--- config.mk ---
export PLATFORM = sky130hd
export DESIGN_NAME = flash_rowprog_ctrl
export DESIGN_NICKNAME = d
export VERILOG_FILES = /design/src/rtl/frp_pkg.sv /design/src/rtl/frp_timer.sv /design/src/rtl/frp_flags.sv /design/src/rtl/flash_rowprog_ctrl.sv
export SDC_FILE = /design/constraint.sdc
export NUM_CORES = 1
export LEC_CHECK = 0
export CAP_MARGIN = 40
export CORE_UTILIZATION = 45
export DETAILED_ROUTE_END_ITERATION = 16
export MAX_ROUTING_LAYER = met4
export PLACE_DENSITY = 0.68
export SETUP_SLACK_MARGIN = 0.05
export SLEW_MARGIN = 20
export SYNTH_ARGS = -nofsm -noshare
export SYNTH_HDL_FRONTEND = slang
export SYNTH_HIERARCHICAL = 1
export SYNTH_SLANG_ARGS = --single-unit
export TNS_END_PERCENT = 5
--- constraint.sdc ---
create_clock -name clk -period 3.03 [get_ports clk]
set_clock_uncertainty 0.1 [all_clocks]
set_input_delay 0.909 -clock clk [delete_from_list [all_inputs] [get_ports clk]]
set_output_delay 0.909 -clock clk [all_outputs]
set_load 0.01 [all_outputs]
--- src/rtl/frp_pkg.sv ---
package frp_pkg;
    typedef enum logic [0:0] {ST_IDLE, ST_PROG} frp_state_e;

    localparam logic [2:0] RA_DATA = 3'd0;
    localparam logic [2:0] RA_COL  = 3'd1;
    localparam logic [2:0] RA_ROW  = 3'd2;
    localparam logic [2:0] RA_PAGE = 3'd3;
    localparam logic [2:0] RA_CTRL = 3'd4;
    localparam logic [2:0] RA_STAT = 3'd5;
    localparam logic [2:0] RA_DIV  = 3'd6;

    localparam int CB_ROW     = 0;
    localparam int CB_DONE_IE = 1;
    localparam int CB_TMO_IE  = 2;
    localparam int SB_DONE    = 0;
    localparam int SB_TMO     = 1;
endpackage

--- src/rtl/frp_timer.sv ---
// Prescaled interval timer: counts LIMIT ticks of (div+1) cycles while run is high.
module frp_timer #(
    parameter int DIV_W = 8,
    parameter int LIMIT = 47
) (
    input  logic             clk,
    input  logic             rst_n,
    input  logic             restart,
    input  logic             run,
    input  logic [DIV_W-1:0] div,
    output logic             expire
);
    localparam int CNT_W = $clog2(LIMIT + 1);
    localparam logic [CNT_W-1:0] LAST = CNT_W'(LIMIT - 1);
    localparam logic [CNT_W-1:0] T_ONE = CNT_W'(1);
    localparam logic [DIV_W-1:0] P_ONE = DIV_W'(1);

    typedef struct packed {
        logic [DIV_W-1:0] pre;
        logic [CNT_W-1:0] ticks;
    } tmr_t;

    tmr_t t_d, t_q;
    logic tick;

    always_comb begin
        t_d    = t_q;
        tick   = run && (t_q.pre == div);
        expire = tick && (t_q.ticks == LAST);
        if (restart) begin
            t_d.pre   = '0;
            t_d.ticks = '0;
        end else if (run) begin
            if (tick) begin
                t_d.pre   = '0;
                t_d.ticks = t_q.ticks + T_ONE;
            end else begin
                t_d.pre = t_q.pre + P_ONE;
            end
        end
    end

    always_ff @(posedge clk or negedge rst_n) begin
        if (!rst_n) t_q <= '0;
        else        t_q <= t_d;
    end
endmodule

--- src/rtl/frp_flags.sv ---
// Sticky completion / error flags with write-one-to-clear and gated interrupt.
module frp_flags (
    input  logic       clk,
    input  logic       rst_n,
    input  logic       set_done,
    input  logic       set_tmo,
    input  logic       clr_wr,
    input  logic [1:0] clr_mask,
    input  logic       done_ie,
    input  logic       tmo_ie,
    output logic       done_flag,
    output logic       tmo_flag,
    output logic       irq
);
    typedef struct packed {
        logic done;
        logic tmo;
    } flg_t;

    flg_t f_d, f_q;

    always_comb begin
        f_d = f_q;
        if (clr_wr && clr_mask[0]) f_d.done = 1'b0;
        if (clr_wr && clr_mask[1]) f_d.tmo  = 1'b0;
        if (set_done) f_d.done = 1'b1;
        if (set_tmo)  f_d.tmo  = 1'b1;
    end

    always_ff @(posedge clk or negedge rst_n) begin
        if (!rst_n) f_q <= '0;
        else        f_q <= f_d;
    end

    assign done_flag = f_q.done;
    assign tmo_flag  = f_q.tmo;
    assign irq       = (f_q.done && done_ie) || (f_q.tmo && tmo_ie);
endmodule

--- src/rtl/flash_rowprog_ctrl.sv ---
module flash_rowprog_ctrl
    import frp_pkg::*;
#(
    parameter int COL_W         = 8,
    parameter int ROW_W         = 7,
    parameter int PAGE_W        = 2,
    parameter int DIV_W         = 8,
    parameter int BYTE_TICKS    = 47,
    parameter int ROW_TMO_TICKS = 31000,
    localparam int ADDR_W       = COL_W + ROW_W + PAGE_W
) (
    input  logic              clk,
    input  logic              rst_n,
    input  logic              bus_wr,
    input  logic              bus_rd,
    input  logic [2:0]        bus_addr,
    input  logic [7:0]        bus_wdata,
    output logic [7:0]        bus_rdata,
    output logic              bus_wait,
    output logic [ADDR_W-1:0] fl_addr,
    output logic [7:0]        fl_data,
    output logic              fl_prog,
    output logic              fl_hv,
    output logic              irq
);
    localparam int ROW_LSB = COL_W;
    localparam int PG_LSB  = COL_W + ROW_W;
    localparam logic [ADDR_W-1:0] ADDR_ONE = ADDR_W'(1);

    typedef struct packed {
        frp_state_e        st;
        logic [ADDR_W-1:0] addr;
        logic [7:0]        data;
        logic [DIV_W-1:0]  div;
        logic              row_mode;
        logic              done_ie;
        logic              tmo_ie;
        logic              hv;
    } ctl_t;

    ctl_t r_d, r_q;

    logic byte_start, byte_done, row_start, row_expire;
    logic set_done, set_tmo, clr_wr;
    logic done_flag, tmo_flag;
    logic col_last, finishing_row;

    frp_timer #(.DIV_W(DIV_W), .LIMIT(BYTE_TICKS)) u_byte_tmr (
        .clk     (clk),
        .rst_n   (rst_n),
        .restart (byte_start),
        .run     (r_q.st == ST_PROG),
        .div     (r_q.div),
        .expire  (byte_done)
    );

    frp_timer #(.DIV_W(DIV_W), .LIMIT(ROW_TMO_TICKS)) u_row_tmr (
        .clk     (clk),
        .rst_n   (rst_n),
        .restart (row_start),
        .run     (r_q.row_mode),
        .div     (r_q.div),
        .expire  (row_expire)
    );

    frp_flags u_flags (
        .clk       (clk),
        .rst_n     (rst_n),
        .set_done  (set_done),
        .set_tmo   (set_tmo),
        .clr_wr    (clr_wr),
        .clr_mask  (bus_wdata[1:0]),
        .done_ie   (r_q.done_ie),
        .tmo_ie    (r_q.tmo_ie),
        .done_flag (done_flag),
        .tmo_flag  (tmo_flag),
        .irq       (irq)
    );

    assign col_last      = &r_q.addr[COL_W-1:0];
    assign finishing_row = (r_q.st == ST_PROG) && byte_done && r_q.row_mode && col_last;

    always_comb begin
        r_d        = r_q;
        bus_wait   = 1'b0;
        byte_start = 1'b0;
        row_start  = 1'b0;
        set_done   = 1'b0;
        set_tmo    = 1'b0;
        clr_wr     = 1'b0;
        unique case (r_q.st)
            ST_IDLE: begin
                if (bus_wr) begin
                    unique case (bus_addr)
                        RA_DATA: if (!tmo_flag) begin
                            bus_wait   = 1'b1;
                            r_d.data   = bus_wdata;
                            r_d.st     = ST_PROG;
                            r_d.hv     = 1'b1;
                            byte_start = 1'b1;
                        end
                        RA_COL:  r_d.addr[COL_W-1:0]        = bus_wdata[COL_W-1:0];
                        RA_ROW:  r_d.addr[ROW_LSB +: ROW_W] = bus_wdata[ROW_W-1:0];
                        RA_PAGE: r_d.addr[PG_LSB +: PAGE_W] = bus_wdata[PAGE_W-1:0];
                        RA_CTRL: begin
                            r_d.done_ie = bus_wdata[CB_DONE_IE];
                            r_d.tmo_ie  = bus_wdata[CB_TMO_IE];
                            if (!bus_wdata[CB_ROW]) begin
                                r_d.row_mode = 1'b0;
                                r_d.hv       = 1'b0;
                            end else if (!r_q.row_mode && !tmo_flag) begin
                                r_d.row_mode = 1'b1;
                                row_start    = 1'b1;
                            end
                        end
                        RA_STAT: clr_wr  = 1'b1;
                        RA_DIV:  r_d.div = bus_wdata[DIV_W-1:0];
                        default: ;
                    endcase
                end else if (bus_rd && bus_addr == RA_DATA) begin
                    r_d.addr = r_q.addr + ADDR_ONE;
                end
            end
            ST_PROG: begin
                bus_wait = !byte_done;
                if (byte_done) begin
                    r_d.st   = ST_IDLE;
                    r_d.addr = r_q.addr + ADDR_ONE;
                    if (!r_q.row_mode) begin
                        r_d.hv = 1'b0;
                    end else if (col_last) begin
                        r_d.row_mode = 1'b0;
                        r_d.hv       = 1'b0;
                        set_done     = 1'b1;
                    end
                end
            end
            default: r_d.st = ST_IDLE;
        endcase
        // Row watchdog abort; a row finishing in the same cycle wins.
        if (r_q.row_mode && row_expire && !finishing_row) begin
            r_d.row_mode = 1'b0;
            r_d.hv       = 1'b0;
            r_d.st       = ST_IDLE;
            bus_wait     = 1'b0;
            set_tmo      = 1'b1;
            set_done     = 1'b1;
        end
    end

    always_ff @(posedge clk or negedge rst_n) begin
        if (!rst_n) r_q <= '0;
        else        r_q <= r_d;
    end

    always_comb begin
        unique case (bus_addr)
            RA_DATA: bus_rdata = r_q.data;
            RA_COL:  bus_rdata = 8'(r_q.addr[COL_W-1:0]);
            RA_ROW:  bus_rdata = 8'(r_q.addr[ROW_LSB +: ROW_W]);
            RA_PAGE: bus_rdata = 8'(r_q.addr[PG_LSB +: PAGE_W]);
            RA_CTRL: bus_rdata = {5'd0, r_q.tmo_ie, r_q.done_ie, r_q.row_mode};
            RA_STAT: bus_rdata = {6'd0, tmo_flag, done_flag};
            RA_DIV:  bus_rdata = 8'(r_q.div);
            default: bus_rdata = 8'd0;
        endcase
    end

    assign fl_addr = r_q.addr;
    assign fl_data = r_q.data;
    assign fl_prog = (r_q.st == ST_PROG);
    assign fl_hv   = r_q.hv;
endmodule

; Word level (Yosys, flattened, before mapping)
; Index checks and enable logic that the tools add are counted.
[totals]
regBits = 77
in_bits = 15
elab_cells = 142
out_inout_bits = 37
[op_classes]
n_eq_ne = 23
muxes = 58
add_sub_neg = 5
bitwise_logic = 2
n_reduce_logical = 38
[ops]
columns = operator, n
row1 = $pmux 8 s7, 1
row2 = $mux 23, 2
row3 = $mux 1, 36
row4 = $pmux 18 s2, 1
row5 = $mux 17, 2
row6 = $mux 14, 2
row7 = $mux 8, 3
row8 = $mux 18, 1
row9 = $ne 3x3->1 const B, 6
row10 = $add 17x1->17 const B, 1
row11 = $add 8x1->8 const B, 2
row12 = $eq 8x8->1, 2
row13 = $ne 4x4->1 const B, 4
row14 = $add 15x1->15 const B, 1
row15 = $eq 15x15->1 const B, 1
row16 = $logic_and 1x1->1, 15
row17 = $mux 15, 1
row18 = $reduce_and 3->1, 5
row19 = $reduce_bool 2->1, 6
row20 = $eq 3x3->1 const B, 3
row21 = $pmux 1 s2, 4
row22 = $reduce_and 4->1, 2
row23 = $reduce_and 8->1, 1
row24 = $mux 7, 1
row25 = 17 further kinds, 23

; Logic depth before layout (Yosys ltp)
[depth]
ltp_word = 10
mapped_depth = 9
mapped_depth_nobuf = 8

; By module
; Netlist, hierarchy kept.
[modules_own_cells]
columns = module, area_each_um2, seq_area_each_um2, cells_each, instances
row1 = flash_rowprog_ctrl, 2628.8, 950.9, 276, 1
row2 = frp_timer at u_row_tmr, 1547.7, 575.6, 157, 1
row3 = frp_timer at u_byte_tmr, 964.7, 350.3, 91, 1
row4 = frp_flags, 81.3, 50.0, 7, 1

; Worst setup path after synthesis
; No wires, ideal clock.
[synth_path]
path_kind = in2out
from = input bus_addr[0]
to = output bus_wait
cell_stages = 5
path_buffers = 2
setup_slack_ns = -0.261
t_arrival_ns = 2.282
required_time_ns = 2.021
cell_sequence = clkbuf_1 -> or4b_1 -> nor3_1 -> buf_2 -> a22o_1
[synth_between]
elab_chain_len = 5
[synth_lines]
columns = item, line_no
row1 = "start, declared", flash_rowprog_ctrl.sv:16  ; input logic [2:0] bus_addr,
row2 = $logic_not 3->1, flash_rowprog_ctrl.sv:94  ; unique case (bus_addr)
row3 = $mux 1, flash_rowprog_ctrl.sv:94
row4 = $mux 1, flash_rowprog_ctrl.sv:93  ; if (bus_wr) begin
row5 = $pmux 1 s2, flash_rowprog_ctrl.sv:91  ; unique case (r_q.st)
row6 = $mux 1, flash_rowprog_ctrl.sv:141  ; if (r_q.row_mode && row_expire && !finishing_row) begin
row7 = "end, declared", flash_rowprog_ctrl.sv:19  ; output logic bus_wait,
; Every way passes these cells.

; Worst setup path in the final report
[layout_path]
from = register u_row_tmr/t_q[6] (netlist bit)
to = output bus_wait
[layout_between]
elab_chain_len = 5
[layout_lines]
columns = item, line_no
row1 = "start, declared", frp_timer.sv:23  ; tmr_t t_d, t_q;
row2 = "start signal, assigned", frp_timer.sv:45  ; else t_q <= t_d;
row3 = $eq 15x15->1, frp_timer.sv:29  ; expire = tick && (t_q.ticks == LAST);
row4 = $logic_and 1x1->1, frp_timer.sv:29
row5 = via row_expire, flash_rowprog_ctrl.sv:43  ; logic byte_start, byte_done, row_start, row_expire;
row6 = $logic_and 1x1->1 (2 in a row), flash_rowprog_ctrl.sv:141
row7 = $mux 1, flash_rowprog_ctrl.sv:141
; The timed path passes the listed nets, and every way through them passes these cells.

==> impl_metrics.tcl <==
set metrics [dict create \
    post-place-ws_ns -0.915 \
    grt_pass1_vias 4653 \
    final_area_um2 6820 \
    timing.final.crit_share_pct 107 \
    synth-compound-area-share_pct 14.0 \
    slew_headroom_pct 64.1 \
    synthAdderAreaFrac_pct 1.44 \
    end_kind "output port" \
    p_seq_share_pct 32.5 \
    power_density_nw_per_um2 739 \
    finalHoldViolations 0 \
    clockBufferDepth 2 \
    netSwitchingFraction_pct 36.9 \
    r2r_cells 11 \
    drt_iter0_drc 387 \
    min_to "fl_data[7]" \
    cp-startpoint "u_row_tmr/t_q[6]" \
    synth_edf_count 0 \
    yosys.cell_types.count 74 \
    syn_nets 552 \
    die-area_um2 12000 \
    cts_tree "built" \
    r2r-end "fl_addr[5]" \
    htree_levels 3 \
    antenna_found_initial 0 \
    drive_gt1_share_pct 31.4 \
    synth_top_family_by_area "simple AND/OR/NAND/NOR gates" \
    synthFlopType "dfrtp_1" \
    grt_start_max_net_pins 43 \
    cp_data_required_time_ns 2.02 \
    place_congestion 0.967 \
    p_leak_nw 2.92 \
    hold_path_startpoint "fl_data[7]" \
    cap_violations 0 \
    postCtsHoldBufs 0 \
    core_um2 11100 \
    ff_latch_area_um2 1930 \
    max_freq_mhz 309 \
    p_int_w 0.00318 \
    worstPathArrival_ns 2.23 \
    ys_warn_count 6 \
    dr.pass1.iters 5 \
    min_path_cells 1 \
    grtUsageTotal_pct 27.3 \
    vias_per_cell 5.94 \
    setup_viol 4 \
    synth_mux_area_share_pct 10.3 \
    outcome "complete, but fails checks" \
    clkPwrFrac_pct 21.6 \
    slew_violations 0 \
    nNetsFinal 662 \
    min_path_type "reg -> reg" \
    initial_utilization_pct 47.1 \
    vias 4666 \
    hold_ws_ns 0.424 \
    seq_area_frac_synth_pct 36.9 \
    async_reset_ff_share_pct 100 \
    ir_drop_uv 456 \
    regToRegStartpoint "r_q[4]" \
    cp-start-kind "register" \
    portBuffers 51 \
    route.detailed.drc 0 \
    synth_xor_area_share_pct 5.80 \
    cts-root-buf "clkbuf_16" \
    wirelength_um 14800 \
    critical_path_class "reg -> out" \
    ant_nets 0 \
    fillers 925 \
    combPwrFrac_pct 45.9 \
    rsz0062_at_grt "true" \
    hpwl_um 10500 \
    path_clk_slew_ns 0.06 \
    clk_latency_ns 0.34 \
    die-width_um 110 \
    r2r_slack_ns 0.36 \
    grt_pass1_wl_um 24200 \
    p_sw_w 0.00186 \
    numClockSinks 77 \
    multi_input_area_um2 3050 \
    ioPinCount 52 \
    ys_seq_elements 77 \
    rows 38 \
    cts_buffers 9 \
    grt-ovfl-total 0 \
    violations "setup timing" \
    wl_per_cell_um 18.8 \
    fin_crit_ns 3.24 \
    cp_max_fo 3 \
    antennaDiodeCount 0 \
    die-height_um 110 \
    worstMarginPinSlew_ns 0.537 \
    netlist.top_cell.by_area "dfrtp_1" \
    yosys.area_share.simple_pct 24.0 \
    synthCells 531 \
    synthTopCellsByArea "dfrtp_1 (37%), mux2_1 (5.2%), buf_4 (4.0%)" \
    avgSynthCellArea_um2 9.84 \
    netlist.area_leader.share_pct 36.9 \
    place_area_um2 6330 \
    syn2layout_area_growth_pct 30.6 \
    layout_setup_ws_ns -0.210 \
    syn_area_um2 5220 \
    tns_ns -0.299 \
]
state kept, by name, indices dropped and copies added (netlist names):
name	count
u_row_tmr/t_q	23
fl_addr	17
u_byte_tmr/t_q	14
r_q	11
fl_data	8
fl_hv	1
fl_prog	1
u_flags/done_flag	1
u_flags/tmo_flag	1
cells in the mapped netlist, types with 9 or more instances:
cell,number
nand4_1,11
nor4_2,10
o22ai_1,12
clkbuf_1,19
dfrtp_1,77
nor2_1,39
a22oi_1,11
a22o_1,15
mux2_2,12
a21oi_1,9
nor3_1,23
nand2_1,35
nand3_1,16
xnor2_1,18
buf_4,28
nor2b_1,21
mux2_1,24
how the worst max path moves through the flow:
stage / endpoint / depth (start not counted)
after detailed placement: bus_rdata[2] / 6
after CTS: bus_wait / 6
final: bus_wait / 7
after global placement: bus_wait / 6
after floorplan: bus_wait / 5
after global routing: bus_wait / 9
worst max-delay path: stages, from the launching register on:
cell and delay (ns):
dfrtp_1 0.37, or4bb_1 0.54, nor3_2 0.19, and3_4 0.23, buf_4 0.12, nand2_1 0.06, a22o_1 0.25, buf_2 0.14
power groups by stage:
stage	combinational [W]	clock (W)	sequential (W)
global route	0.00250	0.00115	0.00167
floorplan	0.00126	0	0.00162
global placement	0.00212	0	0.00161
CTS	0.00227	0.00110	0.00162
finish	0.00231	0.00109	0.00164
detailed placement	0.00216	0	0.00162
cell type report:
type                    instances  share of cell area (%)
clock inverters                 4                   0.697
multi-input cells             387                    44.8
repair buffers                158                    19.6
clock buffers                  12                    3.61
flip-flops and latches         77                    28.3
well taps                     140                    2.57
inverters                       8                   0.440
stage by stage:
step | utilization, % | cells | total power (W)
floorplan | - | 531 | 0.00288
global placement | 57.1 | 760 | 0.00372
detailed placement | 57.1 | 760 | 0.00378
CTS | 61.3 | 786 | 0.00499
global route | 61.6 | 786 | 0.00532
finish | 61.6 | 786 | 0.00504
kinds of logic (layout without fill, tap and decap cells):
logic type / after synthesis / in the layout
compound gates: 96 / 96
fa+ha+maj: 6 / 6
flops: 77 / 77
mux: 45 / 45
xor+xnor: 29 / 29
buf+inv: 67 / 182
simple gates: 211 / 211
layer usage:
metal	vias to the layer above	GRT usage (%)	part of all wire [%]
met5	-	-	0
met4	0	9.52	1.7
met3	24	5.63	7.5
met2	191	40.0	45
met1	2294	37.4	45
li1	2157	-	-
cells in the final DEF (no fill, tap or decap), types with 4 or more instances in the layout:
| cell type | instances |
|---|---|
| xnor2_1 | 12 |
| nand2b_1 | 6 |
| ha_1 | 6 |
| buf_4 | 98 |
| nor2b_1 | 20 |
| nand3_1 | 16 |
| o2111ai_1 | 4 |
| buf_12 | 4 |
| xor2_1 | 6 |
| and4_1 | 4 |
| mux2i_1 | 4 |
| o21ai_1 | 5 |
| buf_2 | 10 |
| nand2_1 | 35 |
| a22o_1 | 15 |
| nor3_1 | 19 |
| clkbuf_16 | 9 |
| nand4_1 | 11 |
| clkdlybuf4s50_1 | 37 |
| mux2_1 | 24 |
| a21oi_1 | 8 |
| xnor2_2 | 8 |
| and3_1 | 7 |
| a22oi_1 | 10 |
| nor4_2 | 11 |
| and2_1 | 6 |
| inv_1 | 8 |
| o22ai_1 | 12 |
| mux2_2 | 12 |
| nor4_1 | 5 |
| nor2_1 | 37 |
| buf_6 | 7 |
| o21ai_0 | 5 |
| dfrtp_1 | 74 |
| o31ai_1 | 6 |
timing repair:
| action | in CTS | in global routing |
|---|---|---|
| resized for setup | 77 | 10 |
| setup endpoints to repair | 30 | 10 |
| pin swaps | 11 | 4 |
| buffers inserted | 10 | 0 |
(Power assumes the default switching activity.)
